**src/rtl/wdt2_pkg.sv**
```systemverilog
package wdt2_pkg;
  localparam int SEL_W     = 3;
  localparam int BASE_LOG2 = 4;
  localparam int STEP_LOG2 = 2;
  localparam int CNT_W     = BASE_LOG2 + STEP_LOG2 * ((1 << SEL_W) - 1) + 1;

  typedef enum logic [1:0] {ST_IDLE, ST_S1, ST_S2} wd_stage_e;

  typedef struct packed {
    logic [SEL_W-1:0] sel;
    logic             lock;
    logic             nmi_en;
    logic             en;
  } wd_ctrl_t;

  function automatic logic [CNT_W-1:0] preset_ticks(input logic [SEL_W-1:0] s);
    return CNT_W'(1) << (BASE_LOG2 + STEP_LOG2 * int'(s));
  endfunction
endpackage

```
**src/rtl/wdt2_prescaler.sv**
```systemverilog
module wdt2_prescaler #(
  parameter int PRESCALE = 4
) (
  input  logic clk,
  input  logic rst,
  input  logic run,
  input  logic clear,
  output logic tick
);
  generate
    if (PRESCALE <= 1) begin : g_direct
      assign tick = run && !clear;
    end else begin : g_count
      localparam int PW = $clog2(PRESCALE);
      logic [PW-1:0] pcnt;
      always_ff @(posedge clk) begin
        if (rst || clear || !run) pcnt <= '0;
        else if (pcnt == PW'(PRESCALE - 1)) pcnt <= '0;
        else pcnt <= pcnt + 1'b1;
      end
      assign tick = run && !clear && (pcnt == PW'(PRESCALE - 1));

      AST_TICK_SPACING: assert property (@(posedge clk) disable iff (rst)
        tick |=> !tick);
    end
  endgenerate
endmodule

```
**src/rtl/wdt2_regs.sv**
```systemverilog
module wdt2_regs
  import wdt2_pkg::*;
#(
  parameter int ADDR_W = 2
) (
  input  logic              clk,
  input  logic              rst,
  input  logic              bus_wr,
  input  logic              bus_rd,
  input  logic [ADDR_W-1:0] bus_addr,
  input  logic [7:0]        bus_wdata,
  input  logic              fire_i,
  output logic              reload_o,
  output wd_ctrl_t          ctrl_nxt_o,
  output wd_ctrl_t          ctrl_o,
  output logic [7:0]        bus_rdata
);
  localparam logic [ADDR_W-1:0] CTRL_ADDR = '0;

  wd_ctrl_t ctrl_q;
  wd_ctrl_t ctrl_d;
  logic     wr_ctrl;

  assign wr_ctrl = bus_wr && (bus_addr == CTRL_ADDR);

  always_comb begin
    ctrl_d = ctrl_q;
    if (wr_ctrl) begin
      ctrl_d.sel    = bus_wdata[6:4];
      ctrl_d.lock   = bus_wdata[2];
      ctrl_d.nmi_en = bus_wdata[1];
      if (!ctrl_q.lock) ctrl_d.en = bus_wdata[0];
    end
    if (fire_i) ctrl_d.en = 1'b0;
  end

  always_ff @(posedge clk) begin
    if (rst) begin
      ctrl_q    <= '0;
      bus_rdata <= '0;
    end else begin
      ctrl_q    <= ctrl_d;
      bus_rdata <= (bus_rd && bus_addr == CTRL_ADDR)
                   ? {1'b0, ctrl_q.sel, 1'b0, ctrl_q.lock, ctrl_q.nmi_en, ctrl_q.en}
                   : 8'h00;
    end
  end

  assign reload_o   = wr_ctrl;
  assign ctrl_nxt_o = ctrl_d;
  assign ctrl_o     = ctrl_q;

  AST_ENABLE_BY_WRITE: assert property (@(posedge clk) disable iff (rst)
    (!$past(ctrl_q.en) && ctrl_q.en) |-> $past(wr_ctrl));
  AST_LOCK_FREEZE: assert property (@(posedge clk) disable iff (rst)
    ($past(ctrl_q.lock) && !$past(fire_i)) |-> (ctrl_q.en == $past(ctrl_q.en)));
endmodule

```
**src/rtl/wdt2_core.sv**
```systemverilog
module wdt2_core
  import wdt2_pkg::*;
#(
  parameter int STAGE2_TICKS = 8,
  parameter int RST_PULSE    = 4
) (
  input  logic     clk,
  input  logic     rst,
  input  logic     tick,
  input  logic     reload,
  input  wd_ctrl_t ctrl_nxt,
  input  wd_ctrl_t ctrl,
  output logic     fire_o,
  output logic     nmi_o,
  output logic     wd_rst_o
);
  localparam int RW = $clog2(RST_PULSE + 1);

  wd_stage_e        stage_q;
  logic [CNT_W-1:0] cnt_q;
  logic             nmi_q;
  logic [RW-1:0]    rcnt_q;
  logic             last_tick;

  assign last_tick = tick && (cnt_q == CNT_W'(1));
  assign fire_o    = !reload && ctrl.en && last_tick && (stage_q == ST_S2);

  always_ff @(posedge clk) begin
    if (rst) begin
      stage_q <= ST_IDLE;
      cnt_q   <= '0;
      nmi_q   <= 1'b0;
      rcnt_q  <= '0;
    end else begin
      if (rcnt_q != '0) rcnt_q <= rcnt_q - 1'b1;
      if (reload) begin
        nmi_q   <= 1'b0;
        stage_q <= ctrl_nxt.en ? ST_S1 : ST_IDLE;
        cnt_q   <= ctrl_nxt.en ? preset_ticks(ctrl_nxt.sel) : '0;
      end else if (!ctrl.en) begin
        stage_q <= ST_IDLE;
        nmi_q   <= 1'b0;
      end else if (tick) begin
        nmi_q <= 1'b0;
        unique case (stage_q)
          ST_S1: begin
            if (last_tick) begin
              stage_q <= ST_S2;
              cnt_q   <= CNT_W'(STAGE2_TICKS);
              nmi_q   <= ctrl.nmi_en;
            end else begin
              cnt_q <= cnt_q - 1'b1;
            end
          end
          ST_S2: begin
            if (last_tick) begin
              stage_q <= ST_IDLE;
              rcnt_q  <= RW'(RST_PULSE);
            end else begin
              cnt_q <= cnt_q - 1'b1;
            end
          end
          default: stage_q <= ST_IDLE;
        endcase
      end
    end
  end

  assign nmi_o    = nmi_q;
  assign wd_rst_o = (rcnt_q != '0);

  AST_NMI_NEEDS_EN: assert property (@(posedge clk) disable iff (rst)
    $rose(nmi_q) |-> ctrl.nmi_en);
  AST_RST_FROM_STAGE2: assert property (@(posedge clk) disable iff (rst)
    $rose(wd_rst_o) |-> ($past(stage_q) == ST_S2));
  AST_RST_DISABLES: assert property (@(posedge clk) disable iff (rst)
    $rose(wd_rst_o) |-> !ctrl.en);
  AST_NMI_NOT_WITH_RST: assert property (@(posedge clk) disable iff (rst)
    !(nmi_q && wd_rst_o));
endmodule

```
**src/rtl/wdt2_top.sv**
```systemverilog
module wdt2_top
  import wdt2_pkg::*;
#(
  parameter int ADDR_W       = 2,
  parameter int PRESCALE     = 4,
  parameter int STAGE2_TICKS = 8,
  parameter int RST_PULSE    = 4
) (
  input  logic              clk,
  input  logic              rst,
  input  logic              bus_wr,
  input  logic              bus_rd,
  input  logic [ADDR_W-1:0] bus_addr,
  input  logic [7:0]        bus_wdata,
  output logic [7:0]        bus_rdata,
  output logic              nmi_o,
  output logic              wd_rst_o
);
  wd_ctrl_t ctrl_q;
  wd_ctrl_t ctrl_nxt;
  logic     reload;
  logic     fire;
  logic     tick;

  wdt2_regs #(.ADDR_W(ADDR_W)) i_regs (
    .clk(clk), .rst(rst), .bus_wr(bus_wr), .bus_rd(bus_rd),
    .bus_addr(bus_addr), .bus_wdata(bus_wdata), .fire_i(fire),
    .reload_o(reload), .ctrl_nxt_o(ctrl_nxt), .ctrl_o(ctrl_q),
    .bus_rdata(bus_rdata)
  );

  wdt2_prescaler #(.PRESCALE(PRESCALE)) i_presc (
    .clk(clk), .rst(rst), .run(ctrl_q.en), .clear(reload), .tick(tick)
  );

  wdt2_core #(.STAGE2_TICKS(STAGE2_TICKS), .RST_PULSE(RST_PULSE)) i_core (
    .clk(clk), .rst(rst), .tick(tick), .reload(reload),
    .ctrl_nxt(ctrl_nxt), .ctrl(ctrl_q), .fire_o(fire),
    .nmi_o(nmi_o), .wd_rst_o(wd_rst_o)
  );
endmodule

```
**config.mk**
```make
export PLATFORM = sky130hd
export DESIGN_NAME = wdt2_top
export DESIGN_NICKNAME = d
export VERILOG_FILES = /design/src/rtl/wdt2_pkg.sv /design/src/rtl/wdt2_prescaler.sv /design/src/rtl/wdt2_regs.sv /design/src/rtl/wdt2_core.sv /design/src/rtl/wdt2_top.sv
export SDC_FILE = /design/constraint.sdc
export NUM_CORES = 1
export LEC_CHECK = 0
export ABC_AREA = 1
export BUFFER_PORTS_ARGS = -buffer_cell sky130_fd_sc_hd__buf_2
export CAP_MARGIN = 20
export CORE_MARGIN = 5
export CORE_UTILIZATION = 40
export CTS_BUF_LIST = sky130_fd_sc_hd__clkbuf_4 sky130_fd_sc_hd__clkbuf_8
export DETAILED_ROUTE_END_ITERATION = 16
export GPL_ROUTABILITY_DRIVEN = 0
export PLACE_DENSITY = 0.57
export SYNTH_ARGS = -nofsm -noshare
export SYNTH_HDL_FRONTEND = slang
export SYNTH_SLANG_ARGS = --single-unit
```
**constraint.sdc**
```tcl
create_clock -name clk -period 2.08 [get_ports clk]
set_input_delay 0.104 -clock clk [delete_from_list [all_inputs] [get_ports clk]]
set_output_delay 0.104 -clock clk [all_outputs]
set_load 0.02 [all_outputs]
```
Word level (Yosys, flattened, before mapping). Cells that the tools add are included.

Register bits: 41. Bits of input ports: 14. Output and inout bits: 10. Logic and storage cells: 72.

Add/sub/neg operators: 4. Equality and inequality tests: 8. Shift-type cells: 1. Muxes and demuxes: 25. Bitwise gates (word level): 2. Reductions and logical operators: 21.

Operators with widths (number): 2-to-1 mux 19 bit (6); case mux 19 bit (2 select lines) (1); << shifter 1 x 32 -> 19 bit (first input constant) (1); == test 19 x 1 -> 1 bit (second input constant) (1); subtractor 19 x 1 -> 19 bit (second input constant) (1); 2-to-1 mux 3 bit (6); 2-to-1 mux 2 bit (5); inequality test 4 x 2 -> 1 bit (second input constant) (2); logical AND 1 bit (7); 2-to-1 mux 6 bit (1); nonzero test 3 bit (2); adder 3 x 4 -> 5 bit (first input constant) (1); 2-to-1 mux 1 bit (5); == test 2 bit (second input constant) (2); case mux 2 bit (2 select lines) (1); AND reduction 4 bit (1); nonzero test 2 bit (2); OR reduction 2 bit (2); inequality test 3 x 1 -> 1 bit (second input constant) (1); inequality test 3 x 2 -> 1 bit (second input constant) (1); AND reduction 3 bit (1); OR reduction 3 bit (1); subtractor 3 x 1 -> 3 bit (second input constant) (1); adder 2 x 1 -> 2 bit (second input constant) (1); 5 further kinds (8).

Logic depth before layout (Yosys ltp).
Word-level depth: 11. Gate-level depth with buffers: 15. Gate-level depth less buffers: 13.

Hierarchy. Synthesis repeated with hierarchy kept, for this count alone.

Cell total of the unflattened synthesis: 398. Area, all modules: 2567.5 µm².

Modules (own cells, without submodules): wdt2_core (times used 1, cells an instance 327, area an instance 1993.2 µm², seq. area each 500.5 µm²); wdt2_regs (times used 1, cells an instance 60, area an instance 488.0 µm², seq. area each 240.2 µm²); wdt2_prescaler (times used 1, cells an instance 11, area an instance 86.3 µm², seq. area each 40.0 µm²).

Worst setup path after synthesis. Ideal clock, no wire load.

Path kind: input-to-reg. Start: input port bus_addr[1]. End: register i_core.cnt_q[8]. Setup time: 56 ps. Arrival: 1737 ps. Required time: 2024 ps. Path slack: 287 ps. Stages: 13. Path buffers: 2. Cell sequence: nor2_2 > nand2_4 > buf_4 > clkbuf_1 > o21ai_0 > inv_1 > ha_1 > inv_1 > nor3_1 > nand3_1 > nand3_1 > nand2_1 > inv_1.

RTL lines: start, declared (RTL line wdt2_top.sv:13) `input logic [ADDR_W-1:0] bus_addr,`; end signal, assigned (RTL line wdt2_core.sv:39) `cnt_q <= ctrl_nxt.en ? preset_ticks(ctrl_nxt.sel) : '0;`; end signal, assigned (RTL line wdt2_core.sv:49) `cnt_q <= CNT_W'(STAGE2_TICKS);`; end signal, assigned (RTL line wdt2_core.sv:52) `cnt_q <= cnt_q - 1'b1;`; end, declared (RTL line wdt2_core.sv:20) `logic [CNT_W-1:0] cnt_q;`.

Final worst setup path.
Start: register i_core.cnt_q[1]. End: register i_core.cnt_q[7].

Word-level cells in the longest chain between the ends: 7. Elaborated cells on any way between the ends: 15. Classes of those cells: add/sub (1); eq/ne (2); mux (8); reduce/logical (4).

RTL lines: parallel branches: the longest is 7 deep, another holds subtractor 19 x 1 -> 19 bit.

Parallel ways; which one is timed is not known. The select of a mux whose other input is x is not followed. A chain may end at the register's enable or synchronous reset.

==> metrics.cfg <==
[clock_tree]
clkSlewWorstSetupHoldPaths_ps = 90
cts.sinks = 39
cts-root-buf = clkbuf_8
cts_resized = 0
cts-hold-fix-buffers = 0
cts_inserted_buffers = 5
cts_tree = built
clock_path_buffers = 2
htreeDepth = 2
post_cts_buffers = 0
clk_latency_ps = 300

[floorplanning]
start_util_pct = 41.5
core-area_sq_um = 5960
die_x_microns = 88.6
die-area_sq_um = 7850
rows = 28
die_height_microns = 88.6
num_io_pins = 24

[global_route]
grt_overflow = 0
antenna_found_initial = 0
grt_pass1_vias = 2152
grt_usage_pct = 15.9
grt_max_degree = 34
grt_pass1_wl_mm = 9.76

[worst_setup_path]
reg2reg_to = i_core.cnt_q[7]$_SDFFE_PP0P_
startpoint = i_core.cnt_q[1]$_SDFFE_PP0P_
crit_type = reg2reg
reg2reg_from = i_core.cnt_q[1]$_SDFFE_PP0P_
r2r_setup_slack_ps = 320
endpoint_kind = flip-flop
ff2ff_path_depth = 12
worst_setup_path_start_kind = flip-flop
cp.required_ps = 2320
cp.arrival_ps = 2000
critical_path_peak_fanout = 21

[synth]
synth_area_sq_um = 2470
synth_cell_type_count = 32
synthArstFlopShare_pct = 0
synthCells = 382
yosysSeqAreaShare_pct = 31.6
avgSynthCellArea_sq_um = 6.47
synth-edff-count = 0
synth-seq-cells = 39
yosysWarnings = 0
synthFlopType = dfxtp_1

[min_path]
min_from = bus_wdata[6]
hold_depth = 3
worstHoldEndpoint = i_regs.ctrl_o[5]$_SDFF_PP0_
hold_path.class = in2reg

[timing]
fin_worst_skew_ps = 8.81
period_share_pct = 84.7
tns_ps = 0
worst_hold_slack_ps = 87.1
drv_slew = 0
hold_viol = 0
rsz0062_at_grt = false
fin_crit_ps = 1760
setup-violations-final = 0
fmax_mhz = 568

[final_layout]
diodes = 0
syn2layout_area_growth_pct = 10.3
nets = 423
layout_commonest_cell = nand2_1
fillCellCount = 660
drive_gt1_share_pct = 13.4
final_cell_mix = nand2_1 (92), inv_1 (58), nor2_1 (53)
multi_input_area_sq_um = 1370
regArea_sq_um = 781

[routing]
wl_mm = 5.63
drtIter0Drc = 88
drt_pre_antenna_iters = 4
drc_errors = 0
wl_per_cell_microns = 11.8
vias = 2305
vias_per_cell = 4.83
detail-route-antenna-nets = 0

[placement]
hpwl_mm = 4.29
io_buffers = 19

[power_and_ir_drop]
p_per_area_nw_per_um2 = 720
vdd_drop_max_mv = 0.476
p_leak_nw = 1.37

[outcome]
status = complete, no violations

[run]
drv_cap = 0

[per-stage QoR]
step	worst slack (ps)	area, sq um	utilization, %	power (mW)	instances
final	319	2720	45.7	1.96	477
after floorplan	287	2470	-	1.22	383
after CTS	288	2720	45.7	1.99	477
after detailed placement	187	2610	43.8	1.32	469
after global routing	36.1	2720	45.7	2.11	477
after global placement	221	2610	43.8	1.32	469
[worst max-delay path by stage]
| stage | end | slack (ps) | cells past startpoint |
|---|---|---|---|
| 2_1_floorplan | i_core.cnt_q[8]$_SDFFE_PP0P_ | 290 | 13 |
| 3_3_place_gp | i_core.cnt_q[5]$_SDFFE_PP0P_ | 220 | 13 |
| 3_5_place_dp | i_core.cnt_q[9]$_SDFFE_PP0P_ | 190 | 13 |
| 4_1_cts | i_core.cnt_q[9]$_SDFFE_PP0P_ | 290 | 12 |
| 5_1_grt | i_core.cnt_q[7]$_SDFFE_PP0P_ | 40 | 12 |
| 6_report | i_core.cnt_q[7]$_SDFFE_PP0P_ | 320 | 12 |
[layer usage]
metal | global-route usage [%] | vias to the layer above | routed length, microns
met5 | 0 | - | 0
met4 | 2.88 | 0 | 51
li1 | - | 1226 | -
met2 | 26.3 | 40 | 2610
met1 | 21.2 | 1032 | 2750
met3 | 4.28 | 7 | 224
[cell usage after synthesis, types with 2 or more instances]
library cell / n / area, sq um
nand3_1: 44 / 220
nor2_2: 4 / 25.0
nor2_1: 53 / 199
a21oi_1: 16 / 80.1
inv_2: 3 / 11.3
nand4_1: 7 / 43.8
o21ai_2: 2 / 17.5
nor3_1: 3 / 15.0
nor2_4: 4 / 45.0
nand2_1: 92 / 345
xor2_1: 8 / 70.1
nand2_2: 3 / 18.8
nand3b_1: 2 / 15.0
clkbuf_1: 4 / 15.0
buf_6: 4 / 45.0
ha_1: 8 / 100
o21ai_1: 5 / 25.0
buf_4: 3 / 22.5
dfxtp_1: 39 / 781
inv_1: 58 / 218
nand4_2: 2 / 25.0
o21ai_0: 6 / 30.0
nand2_4: 3 / 33.8
[report_power, final]
group / total (mW) / switching (mW) / leakage (nW) / internal (mW)
combinational: 0.479 / 0.307 / 1.00 / 0.173
sequential: 0.824 / 0.0326 / 0.317 / 0.792
clock: 0.658 / 0.296 / 0.0548 / 0.362
total: 1.96 / 0.635 / 1.37 / 1.33
[worst max-delay path, cell delays in order (launching register included)]
cell and delay, ps:
dfxtp_1 340, inv_1 80, ha_1 160, inv_1 40, nor2_1 80, nand2_1 60, nor2_1 130, nand4_2 110
nand2_4 160, nand2_4 180, nand2_1 210, nand2_1 70, nor2_1 90
[registers in the layout, indices dropped and copies added, names as in the netlist]
signal and cells:
i_core.nmi_o 1, i_core.stage_q 2, i_core.cnt_q 19, i_regs.bus_rdata 6, i_presc.g_count.pcnt 2, i_regs.ctrl_o 6, i_core.rcnt_q 3
[area by class of cell]
class / count / share of cell area [%]
timing repair buffer: 24 / 4.87
multi-input combinational: 270 / 50.4
sequential: 39 / 28.7
clock inverter: 3 / 1.70
inverter: 61 / 8.41
tap: 75 / 3.45
clock buffer: 5 / 2.53
[kinds of logic (layout without fill, tap and decap cells)]
| group | after synthesis | in the layout | share of synthesized area (%) |
|---|---|---|---|
| adder cells (fa/ha/maj) | 8 | 8 | 4.05 |
| other | 1 | 2 | 0.152 |
| AND/OR/NAND/NOR | 218 | 218 | 40.2 |
| buffers and inverters | 74 | 93 | 13.0 |
| flip-flops | 39 | 39 | 31.6 |
| XOR/XNOR | 9 | 9 | 3.19 |
| AO/OA/AOI/OAI | 33 | 33 | 7.80 |
Note: power is estimated with default switching activity, not from simulation.
